[config.mk]
export PLATFORM = sky130hd
export DESIGN_NAME = uart_cts_tx
export DESIGN_NICKNAME = d
export VERILOG_FILES = /design/src/rtl/utx_pkg.sv /design/src/rtl/utx_frame_pack.sv /design/src/rtl/utx_hold_slot.sv /design/src/rtl/utx_shifter.sv /design/src/rtl/uart_cts_tx.sv
export SDC_FILE = /design/constraint.sdc
export NUM_CORES = 1
export LEC_CHECK = 0
export BUFFER_PORTS_ARGS = -buffer_cell sky130_fd_sc_hd__buf_4
export CAP_MARGIN = 15
export CORE_ASPECT_RATIO = 2
export CORE_UTILIZATION = 32
export DETAILED_ROUTE_END_ITERATION = 10
export GPL_ROUTABILITY_DRIVEN = 0
export PLACE_DENSITY = 0.59
export SLEW_MARGIN = 30
export SYNTH_ARGS = -nofsm -noshare
export SYNTH_HDL_FRONTEND = slang
export SYNTH_HIERARCHICAL = 1
export SYNTH_SLANG_ARGS = --single-unit
[constraint.sdc]
create_clock -name clk -period 4.75 [get_ports clk]
set_clock_uncertainty 0.05 [all_clocks]
set_input_delay 1.1875 -clock clk [delete_from_list [all_inputs] [get_ports clk]]
set_output_delay 1.1875 -clock clk [all_outputs]
set_load 0.01 [all_outputs]
[src/rtl/utx_pkg.sv]
package utx_pkg;
    localparam int unsigned DATA_W     = 8;
    localparam int unsigned MIN_LEN    = 5;
    localparam int unsigned OVS        = 16;
    localparam int unsigned FRAME_W    = DATA_W + 2;
    localparam int unsigned NB_W       = $clog2(FRAME_W + 1);
    localparam int unsigned CNT_W      = $clog2(2 * OVS + 1);
    localparam int unsigned STOP_FRAC  = (OVS * 9) / 16;
    localparam int unsigned STOP_ONE   = OVS;
    localparam int unsigned STOP_1P5   = (OVS * 3) / 2;
    localparam int unsigned STOP_TWO   = 2 * OVS;

    typedef enum logic [1:0] {
        S_IDLE = 2'd0,
        S_BITS = 2'd1,
        S_STOP = 2'd2
    } tx_state_e;

    typedef struct packed {
        logic [FRAME_W-1:0] bits;
        logic [NB_W-1:0]    nbits;
        logic [CNT_W-1:0]   stop_ticks;
        logic               one_x;
    } tx_frame_t;
endpackage

[src/rtl/utx_frame_pack.sv]
module utx_frame_pack
    import utx_pkg::*;
(
    input  logic [DATA_W-1:0] data,
    input  logic [1:0]        len_code,
    input  logic              par_en,
    input  logic              par_odd,
    input  logic [1:0]        stop_code,
    input  logic              one_x,
    output tx_frame_t         frame
);
    logic [NB_W-1:0] len_w;
    logic            par_bit;

    assign len_w = NB_W'(MIN_LEN) + NB_W'(len_code);

    always_comb begin
        frame         = '0;
        frame.bits    = '1;
        frame.bits[0] = 1'b0;
        par_bit       = par_odd;
        for (int i = 0; i < int'(DATA_W); i++) begin
            if (i < int'(len_w)) begin
                frame.bits[i+1] = data[i];
                par_bit         = par_bit ^ data[i];
            end
        end
        for (int i = int'(MIN_LEN); i <= int'(DATA_W); i++) begin
            if (par_en && (i == int'(len_w))) begin
                frame.bits[i+1] = par_bit;
            end
        end
        frame.nbits = len_w + NB_W'(1) + NB_W'(par_en);
        frame.one_x = one_x;
        if (one_x) begin
            frame.stop_ticks = stop_code[1] ? CNT_W'(2) : CNT_W'(1);
        end else begin
            unique case (stop_code)
                2'b00:   frame.stop_ticks = (len_code == 2'b00) ? CNT_W'(STOP_ONE)
                                                                : CNT_W'(STOP_FRAC);
                2'b01:   frame.stop_ticks = CNT_W'(STOP_ONE);
                2'b10:   frame.stop_ticks = CNT_W'(STOP_1P5);
                default: frame.stop_ticks = CNT_W'(STOP_TWO);
            endcase
        end
    end
endmodule

[src/rtl/utx_hold_slot.sv]
module utx_hold_slot
    import utx_pkg::*;
(
    input  logic      clk,
    input  logic      rst_n,
    input  logic      in_valid,
    output logic      in_ready,
    input  tx_frame_t frame_in,
    input  logic      load_window,
    input  logic      take,
    output logic      pend_valid,
    output tx_frame_t pend_frame
);
    typedef struct packed {
        logic      full;
        tx_frame_t frame;
    } slot_t;

    slot_t slot_d, slot_q;

    assign in_ready   = !slot_q.full && load_window;
    assign pend_valid = slot_q.full;
    assign pend_frame = slot_q.frame;

    always_comb begin
        slot_d = slot_q;
        if (take) begin
            slot_d.full = 1'b0;
        end
        if (in_valid && in_ready) begin
            slot_d.full  = 1'b1;
            slot_d.frame = frame_in;
        end
    end

    always_ff @(posedge clk or negedge rst_n) begin
        if (!rst_n) begin
            slot_q <= '0;
        end else begin
            slot_q <= slot_d;
        end
    end
endmodule

[src/rtl/utx_shifter.sv]
module utx_shifter
    import utx_pkg::*;
(
    input  logic      clk,
    input  logic      rst_n,
    input  logic      tick,
    input  logic      pend_valid,
    input  tx_frame_t pend_frame,
    input  logic      cts_ok,
    output logic      take,
    output logic      load_window,
    output logic      txd,
    output logic      busy
);
    typedef struct packed {
        tx_state_e          st;
        logic [FRAME_W-1:0] sh;
        logic [NB_W-1:0]    left;
        logic [CNT_W-1:0]   cnt;
        logic [CNT_W-1:0]   stop_ticks;
        logic               one_x;
    } shift_t;

    shift_t sft_d, sft_q;

    logic [CNT_W-1:0] bit_last;
    logic             stop_end;
    logic             start_ok;
    logic             load;

    assign bit_last = sft_q.one_x ? '0 : CNT_W'(OVS - 1);
    assign stop_end = (sft_q.cnt == sft_q.stop_ticks - CNT_W'(1));
    assign start_ok = pend_valid && cts_ok;
    assign load     = start_ok && ((sft_q.st == S_IDLE) ||
                                   ((sft_q.st == S_STOP) && tick && stop_end));

    assign take        = load;
    assign load_window = (sft_q.st != S_BITS);
    assign txd         = (sft_q.st == S_BITS) ? sft_q.sh[0] : 1'b1;
    assign busy        = (sft_q.st != S_IDLE);

    always_comb begin
        sft_d = sft_q;
        unique case (sft_q.st)
            S_IDLE: begin
                sft_d.cnt = '0;
            end
            S_BITS: begin
                if (tick) begin
                    if (sft_q.cnt == bit_last) begin
                        sft_d.cnt = '0;
                        sft_d.sh  = {1'b1, sft_q.sh[FRAME_W-1:1]};
                        if (sft_q.left == NB_W'(1)) begin
                            sft_d.st = S_STOP;
                        end else begin
                            sft_d.left = sft_q.left - NB_W'(1);
                        end
                    end else begin
                        sft_d.cnt = sft_q.cnt + CNT_W'(1);
                    end
                end
            end
            S_STOP: begin
                if (tick) begin
                    if (stop_end) begin
                        sft_d.cnt = '0;
                        sft_d.st  = S_IDLE;
                    end else begin
                        sft_d.cnt = sft_q.cnt + CNT_W'(1);
                    end
                end
            end
            default: begin
                sft_d.st = S_IDLE;
            end
        endcase
        if (load) begin
            sft_d.st         = S_BITS;
            sft_d.sh         = pend_frame.bits;
            sft_d.left       = pend_frame.nbits;
            sft_d.cnt        = '0;
            sft_d.stop_ticks = pend_frame.stop_ticks;
            sft_d.one_x      = pend_frame.one_x;
        end
    end

    always_ff @(posedge clk or negedge rst_n) begin
        if (!rst_n) begin
            sft_q.st         <= S_IDLE;
            sft_q.sh         <= '1;
            sft_q.left       <= '0;
            sft_q.cnt        <= '0;
            sft_q.stop_ticks <= '0;
            sft_q.one_x      <= 1'b0;
        end else begin
            sft_q <= sft_d;
        end
    end
endmodule

[src/rtl/uart_cts_tx.sv]
module uart_cts_tx
    import utx_pkg::*;
(
    input  logic              clk,
    input  logic              rst_n,
    input  logic              tick16,
    input  logic              one_x_mode,
    input  logic [1:0]        len_code,
    input  logic              par_en,
    input  logic              par_odd,
    input  logic [1:0]        stop_code,
    input  logic              cts_en,
    input  logic              cts_n,
    input  logic              in_valid,
    input  logic [DATA_W-1:0] in_data,
    output logic              in_ready,
    output logic              txd,
    output logic              busy
);
    tx_frame_t packed_frame;
    tx_frame_t pend_frame;
    logic      pend_valid;
    logic      take;
    logic      load_window;
    logic      cts_ok;

    assign cts_ok = !cts_en || !cts_n;

    utx_frame_pack u_pack (
        .data      (in_data),
        .len_code  (len_code),
        .par_en    (par_en),
        .par_odd   (par_odd),
        .stop_code (stop_code),
        .one_x     (one_x_mode),
        .frame     (packed_frame)
    );

    utx_hold_slot u_slot (
        .clk         (clk),
        .rst_n       (rst_n),
        .in_valid    (in_valid),
        .in_ready    (in_ready),
        .frame_in    (packed_frame),
        .load_window (load_window),
        .take        (take),
        .pend_valid  (pend_valid),
        .pend_frame  (pend_frame)
    );

    utx_shifter u_shift (
        .clk         (clk),
        .rst_n       (rst_n),
        .tick        (tick16),
        .pend_valid  (pend_valid),
        .pend_frame  (pend_frame),
        .cts_ok      (cts_ok),
        .take        (take),
        .load_window (load_window),
        .txd         (txd),
        .busy        (busy)
    );
endmodule

# Word level (Yosys, flattened, before mapping)
# Index checks and enable logic that the tools add are counted.
# word_totals
reg_bits,50
latch_bits,0
mem_bits_rw,0
mem_bits_ro,0
in_bits,21
output_inout_bits,3
word_cells,121
n_memories,0
# op_classes
n_addsub,6
multipliers,0
div_mod_pow,0
magnitude_cmp,8
eq_ne,19
shift,0
muxes,41
bitwise_logic,8
reduce_logical,28
# ops
cell,count
$mux W22,2
$pmux W6 S3,2
$mux W29,1
$mux W6,4
$mux W1,22
$eq A4 B4 Y1 const A,4
$lt A3 B4 Y1 const A,4
$mux W16,1
$mux W14,1
$eq A6 B6 Y1,2
$ne A3 B3 Y1 const B,4
$logic_and A1 B1 Y1,10
$reduce_bool A2 Y1,5
$lt A1 B4 Y1 const A,2
$lt A2 B4 Y1 const A,2
$mux W2,4
$mux W4,2
$xor A1 B1 Y1,8
$add A6 B1 Y6 const B,1
$logic_not A2 Y1,3
$pmux W2 S3,1
$reduce_and A3 Y1,2
$reduce_and A6 Y1,1
$sub A6 B1 Y6 const B,1
15 further kinds,21

# Longest topological paths before layout
# Gate-level depths: netlist of run 1.
# depth
word_depth,19
mapped_depth,11
depth_no_buf,8

# Modules after synthesis
# Netlist of run 1, hierarchy kept.
# modules_own_cells
mod,n_inst,cells_each,area_per_inst_um2,seq_area_each_um2
utx_shifter,1,188,1805.5,738.2
utx_hold_slot,1,49,915.9,550.5
utx_frame_pack,1,59,440.4,0.0
uart_cts_tx,1,1,3.8,0.0

# Worst setup path before layout of run 1
# OpenSTA, ideal clock, no wires.
# synth_path
kind,input to register
start,input len_code[0]
end,"register u_slot.slot_q, in the netlist u_slot/pend_frame[19]"
arrival_time_ps,2460
t_required_ps,4575
setup_slack_ps,2115
path_stages,7
n_path_buf,0
cell_sequence,inv_1 > ha_1 > o21ai_0 > xnor2_1 > xnor3_1 > a31oi_1 > mux2_4
# synth_lines
element,line_no,source
"start, declared",uart_cts_tx.sv:8,"input logic [1:0] len_code,"
"end signal, assigned",utx_hold_slot.sv:40,slot_q <= slot_d;
"end, declared",utx_hold_slot.sv:19,"slot_t slot_d, slot_q;"

# Worst setup path after layout of run 1
# layout_path
start,register u_shift/sft_q[28] (netlist name)
end,output in_ready
# layout_via
elab_chain_len,2
# layout_rtl
element,line_no,source
"start, declared",utx_shifter.sv:24,"shift_t sft_d, sft_q;"
"start signal, assigned",utx_shifter.sv:96,sft_q <= sft_d;
$ne A2 B1 Y1,utx_shifter.sv:38,assign load_window = (sft_q.st != S_BITS);
named net load_window,uart_cts_tx.sv:24,logic load_window;
$logic_and A1 B1 Y1,utx_hold_slot.sv:21,assign in_ready = !slot_q.full && load_window;
"end, declared",uart_cts_tx.sv:16,"output logic in_ready,"
# The timed path passes the listed nets, and every way through them passes these cells.

==> metrics, run 1 <==
worst slew pin tran 0.6765 ns; # DRC 2; capturing point of the worst reg2reg path u_shift/sft_q[14]; hold_buf cts 0; layout cells sized above 1 between 20% and 30%; Detailed Routing Iterations Pass 1 7; CP Launch Type flop; Mapped Cells roughly 300; H-tree levels 2; Die W ~72 µm; cell area after synthesis roughly 3200 µm²; CP arrival 1.57 ns; final hold vios 0; Iteration-0 DRC Markers 80; Layout Nets about 350; async set or reset register ratio after synthesis 100.0%; violated checks DRC; final wirelength 5.806 mm; HPWL Detailed 4.372 mm; # diodes 0; total grt overflow 0; post-DR wirelength/cell between 10 and 15 µm; die area a little over 10,000 µm²; Top Ports 24; post-synthesis compound-gate area fraction between 10% and 20%; Std-Cell Rows 51; Total Routing Usage GR 12.79%; die height 142.7 µm; unrepaired setup endpoints after global routing false; fin crit share 59.21%; Layout area overhead 10.95%; number of global-route vias before repair 2,155; CTS root buf clkbuf_16; top cells by area, synth dfrtp_1, mux2_4, dfstp_2; register area 1289 µm²; placed cells 434; CTS Sinks between 50 and 60; sequential area share after synthesis 40.71%; Synth top area share 32.41%; Final Max Slew Viols 0; clock slew at reported path FFs 0.07 ns; post-synth top area cell dfrtp_1; ys flop type dfrtp_1; FMAX between 0.3 and 0.4 GHz; post-layout min period 2.812 ns; fill count slightly above 1,000; Yosys cell types 49; FF+latch count, synth a little over 50; EDFF count, synth 0; Post-CTS Setup Bufs 0; Placeable Area 9699 µm²; Setup Viol. Count Final 0; Worst Setup SP u_shift/sft_q[28]; PwrDens 561.2 nW/µm²; mux contribution to synthesized area 16.64%; TritonCTS clock tree built; Final Core Density 36.21%; first-pass GRT wire length 10.16 mm; clk_lat worst skew around 0.30 ns; Worst Hold Class reg -> reg; Simple-Gate Fraction of Synth Area 11.86%; Slew headroom between 50% and 60%; PortBufs 23; Synth Area in Adders roughly 7.7%; CTS-repair resized insts 0; CP endpoint kind output pin; worst-case vdd ir drop 0.2141 mV; post-synthesis area per instance 10.66 µm²; clk buf depth 2; Worst Setup EP in_ready; leakage power 0.001665 µW; Antenna Nets Post-Route 0; critical path type reg -> out; hold_sp u_slot/pend_frame[6]; Num CTS Buffers 5; design area 3512 µm²; DR vias/cell 4.701; RR Startpoint u_shift/sft_q[9]; max-cap violation count 0; reg2reg path depth 6; outcome finished, violations left; placed cell area 3359 µm²; Setup TNS Final 0 ns; Reg2Reg Setup Slack 2.12 ns; worst-path maximum fanout 9; Yosys warnings 6; XOR/XNOR Fraction of Synth Area ~4.5%; largest net degree at the start of global routing 52; footprint of the multi-input gates around 1600 µm²; initial antenna violation count 0; total number of vias 2,078; Final Non-Filler Cells 442; initial cell density of the core 32.64%; main combinational cell family by area after synthesis multiplexers; CP Data Required Time 3.51 ns
[per-stage QoR]
| stage | hold slack, ns | power (µW) | setup slack (ns) |
|---|---|---|---|
| floorplan | 0.4249 | 1449 | 2.115 |
| global placement | 0.4392 | 1588 | 1.882 |
| detailed placement | 0.4445 | 1618 | 1.742 |
| CTS | 0.4640 | 1999 | 1.923 |
| global route | 0.4758 | 2130 | 1.809 |
| finish | 0.4612 | 1971 | 1.938 |
[critical path, cell delays in order (launching register included)]
cell and delay [ns]:
dfrtp_1 0.40, inv_1 0.10, ha_1 0.35, inv_1 0.14, nor2b_1 0.15, buf_4 0.14
[flip-flops by register name, indices dropped and copies added, names as in the netlist]
name / cells
u_slot/pend_frame: 21
u_shift/sft_q: 29
u_slot/pend_valid: 1
[layer usage]
metal	global-route usage (%)	up-vias	routed length [µm]
met5	0	-	0
met4	7.224	0	180
met3	1.482	10	92
met2	23.02	23	3241
met1	14.14	1014	2292
li1	-	1031	-
[kinds of logic (layout without fill, tap and decap cells)]
| kind of cell | count (synthesis) | in the layout |
|---|---|---|
| xor+xnor | 14 | 14 |
| compound gates | 55 | 55 |
| fa+ha+maj | 19 | 19 |
| simple gates | 75 | 75 |
| mux | 41 | 41 |
| flops | 51 | 51 |
| buf+inv | 41 | 53 |
| other cells | 1 | 2 |
[cells in the mapped netlist, types with 2 or more instances]
library cell   n
nand2b_1       3
a21o_1         3
xor2_1         3
nor3_1         7
buf_2          4
dfrtp_1       41
xnor2_1        9
ha_1          18
or3_1          2
nor2_1        24
a21oi_1       20
a211o_1        2
nand3b_1       2
a31oi_1        2
nand4_1        2
mux2i_1       11
buf_6          6
mux2_2         9
buf_4          8
clkbuf_1       2
a22o_1         2
inv_1         21
mux2_4        21
nand3_1        5
and3_1         3
nand2_1       18
o21ai_1        3
dfstp_2       10
a211oi_1       4
o21ai_0       10
nor2b_1        4
[worst min-delay path by stage]
stage,to,cells past startpoint,slack (ns)
after floorplan,u_shift/sft_q[1],1,0.42
after global placement,u_shift/sft_q[5],1,0.44
after detailed placement,u_slot/pend_frame[3],1,0.44
after CTS,u_slot/pend_frame[6],1,0.46
after global routing,u_slot/pend_frame[6],1,0.48
final,u_slot/pend_frame[6],1,0.46
[report_power, final]
part | internal (µW) | switching (µW)
registers | 649 | 134
clock network | 200 | 171
logic | 436 | 380
total | 1290 | 685
[area by class of cell]
class,count,share of cell area (%)
multi-input combinational,206,46.88
sequential,51,36.69
timing repair buffer,24,5.130
clock inverter,3,0.7838
tap,132,4.703
clock buffer,5,3.563
inverter,21,2.244
[layout by cell type (no fill, tap or decap), types with 2 or more instances in the layout]
cell type,instances
dfstp_2,10
a31oi_1,2
a21o_1,3
mux2_4,21
nand3_1,5
nand3b_1,2
mux2i_1,11
nor2_1,24
xnor2_1,9
nand4_1,2
and3_1,3
nor3_1,7
o21ai_1,3
conb_1,2
o21ai_0,10
dfrtp_1,41
ha_1,18
inv_1,21
or3_1,2
nor2b_1,4
mux2_2,9
a211o_1,2
a211oi_1,4
buf_4,24
nand2_1,18
nand2b_1,3
a22o_1,2
xor2_1,3
clkbuf_16,5
a21oi_1,20
Note: power is estimated with default switching activity, not from simulation.
==> inputs of run 2 (changes only) <==
- clock period: 4.75 -> 2.6 ns (I/O delays scaled with it)
==> metrics, run 2 (same netlist as run 1, synthesis figures left out) <==
outcome finished, violations left; Slew headroom 57.17% (+2.3 points); clk buf depth 2 (unchanged); Layout Nets 352 (+0.86%); Num CTS Buffers 5 (unchanged); number of global-route vias before repair 2,085 (-3.2%); die area 10,320 µm² (unchanged); total grt overflow 0 (unchanged); max-cap violation count 0 (unchanged); critical path type reg -> out; first-pass GRT wire length 9.825 mm (-3.3%); H-tree levels 2 (unchanged); unrepaired setup endpoints after global routing false; crit-path leading delay family flip-flops; CP Data Required Time 1.90 ns (-1.61 ns); post-DR wirelength/cell 12.92 µm (-1.6%); Layout area overhead 12.09%; initial cell density of the core 32.64% (unchanged); PwrDens 1018 nW/µm² (+81%); Largest Register u_shift/sft_q; PortBufs 23 (unchanged); layout cells sized above 1 25.88% (+1.0 points); Worst Hold Class in -> async; Detailed Routing Iterations Pass 1 8 (+1); final wirelength 5.749 mm (-0.98%); CP Cell Sequence inv_1 > ha_1 > inv_1 > nor2b_1 > buf_4; Total Routing Usage GR 12.35% (-0.43 points); Switching Share 34.46% (-0.30 points); # diodes 0 (unchanged); Max stage delay on crit path 0.41 ns (about the same); Setup TNS Final 0 ns (unchanged); die height 142.7 µm (unchanged); Final Core Density 36.58% (+0.37 points); most common cell after layout, fill and taps aside dfrtp_1; hold_buf cts 0 (unchanged); # DRC 2 (unchanged); DR vias/cell 4.737 (+0.76%); worst-path maximum fanout 9 (unchanged); Flop pwr share 39.6% (about the same); final hold vios 0 (unchanged); CTS root buf clkbuf_16; clock slew at reported path FFs 0.07 ns (about the same); leakage power 0.001688 µW (+1.4%); TritonCTS clock tree built; violated checks DRC; Die W 72.33 µm (unchanged); Clk network pwr share 18.8% (about the same); worst slew pin tran 0.6424 ns (-0.03401 ns); combinational cell fraction of total power 41.6% (+0.2 points); FMAX roughly 0.43 GHz; CP arrival 1.60 ns (+0.03 ns); initial antenna violation count 0 (unchanged); largest net degree at the start of global routing 52 (unchanged); Power Total 3614 µW (+83%); Final Max Slew Viols 0 (unchanged); CP max-delay cell dfrtp_1; Iteration-0 DRC Markers 114 (+43%); P_sw 1245 µW (+82%); Hold Slack 0.3146 ns (-0.1466 ns); post-layout min period 2.299 ns; HPWL Detailed 4.404 mm (+0.74%); max FFs per register 29 (unchanged); commonest cells after routing, fill and taps aside dfrtp_1, buf_4, nor2_1, inv_1, mux2_4; P_int 2368 µW (+84%); total number of vias 2,108 (+1.4%); Antenna Nets Post-Route 0 (unchanged); CTS Sinks 51 (unchanged); CP endpoint kind output pin; WP buf/inv 3 (unchanged); Std-Cell Rows 51 (unchanged); Placeable Area 9699 µm² (unchanged); fill count 1,008 (-0.099%); fin crit share roughly nine tenths; worst-case vdd ir drop 0.4130 mV (+93%); Top Ports 24 (unchanged); clk_lat worst skew 0.30 ns (about the same); CP Launch Type flop; Setup Viol. Count Final 0 (unchanged); most used cell, CP inv_1
run 2: cell count changes in the layout (fill, tap and decap cells not counted):
cell	delta
buf_4	+2
buf_12	+1
clkinv_4	-1
inv_6	+1
o31a_1	-1
o31a_2	+1
run 2: layout make-up:
cell class	instances	area [µm²]	share of cell area (%)
multi-input combinational	206	1648	46.44
sequential	51	1289	36.32
timing repair buffer	27	215.2	6.065
tap	132	165.2	4.654
clock buffer	5	125.1	3.526
inverter	21	78.83	2.221
clock inverter	3	27.53	0.7757
run 2: path summary, 6_finish.rpt:
kind                                       from                     to  slack (ns)  depth (start not counted)
max                           u_shift/sft_q[28]               in_ready        0.30                          5
min                                       rst_n  u_slot/pend_frame[11]        0.31                          1
max reg2reg                    u_shift/sft_q[7]       u_shift/sft_q[7]        0.30                          6
min reg2reg                u_slot/pend_frame[1]   u_slot/pend_frame[1]        0.46                          1
max in group asynchronous                 rst_n      u_shift/sft_q[15]        1.74                          1
min in group clk           u_slot/pend_frame[1]   u_slot/pend_frame[1]        0.46                          1
run 2: metrics by stage:
step | instances | worst slack [ns] | cell area (µm²)
finish | 445 | 0.3008 | 3548
floorplan | 298 | 0.4172 | 3169
detailed placement | 437 | 0.1533 | 3395
global route | 445 | 0.1209 | 3548
global placement | 437 | 0.1678 | 3395
CTS | 445 | 0.1874 | 3547
run 2: per-layer routing:
metal	part of all wire [%]	global-route usage [%]	vias to the layer above
li1	-	-	1043
met5	0	0	-
met1	38	13.17	1009
met4	3.8	6.811	0
met2	55	22.48	42
met3	2.6	1.976	14
run 2: power by group through the flow:
stage          logic, µW  clock network, µW  registers (µW)
4_1_cts             1520                700            1440
3_3_place_gp        1480                  0            1440
5_1_grt             1690                734            1490
3_5_place_dp        1520                  0            1450
6_report            1500                679            1430
2_1_floorplan       1280                  0            1360
run 2: what timing repair did:
action | 4_1_cts | 5_1_grt
resized for setup | 0 | 1
buffers inserted | 0 | 0
endpoints found under the setup margin | 0 | 16
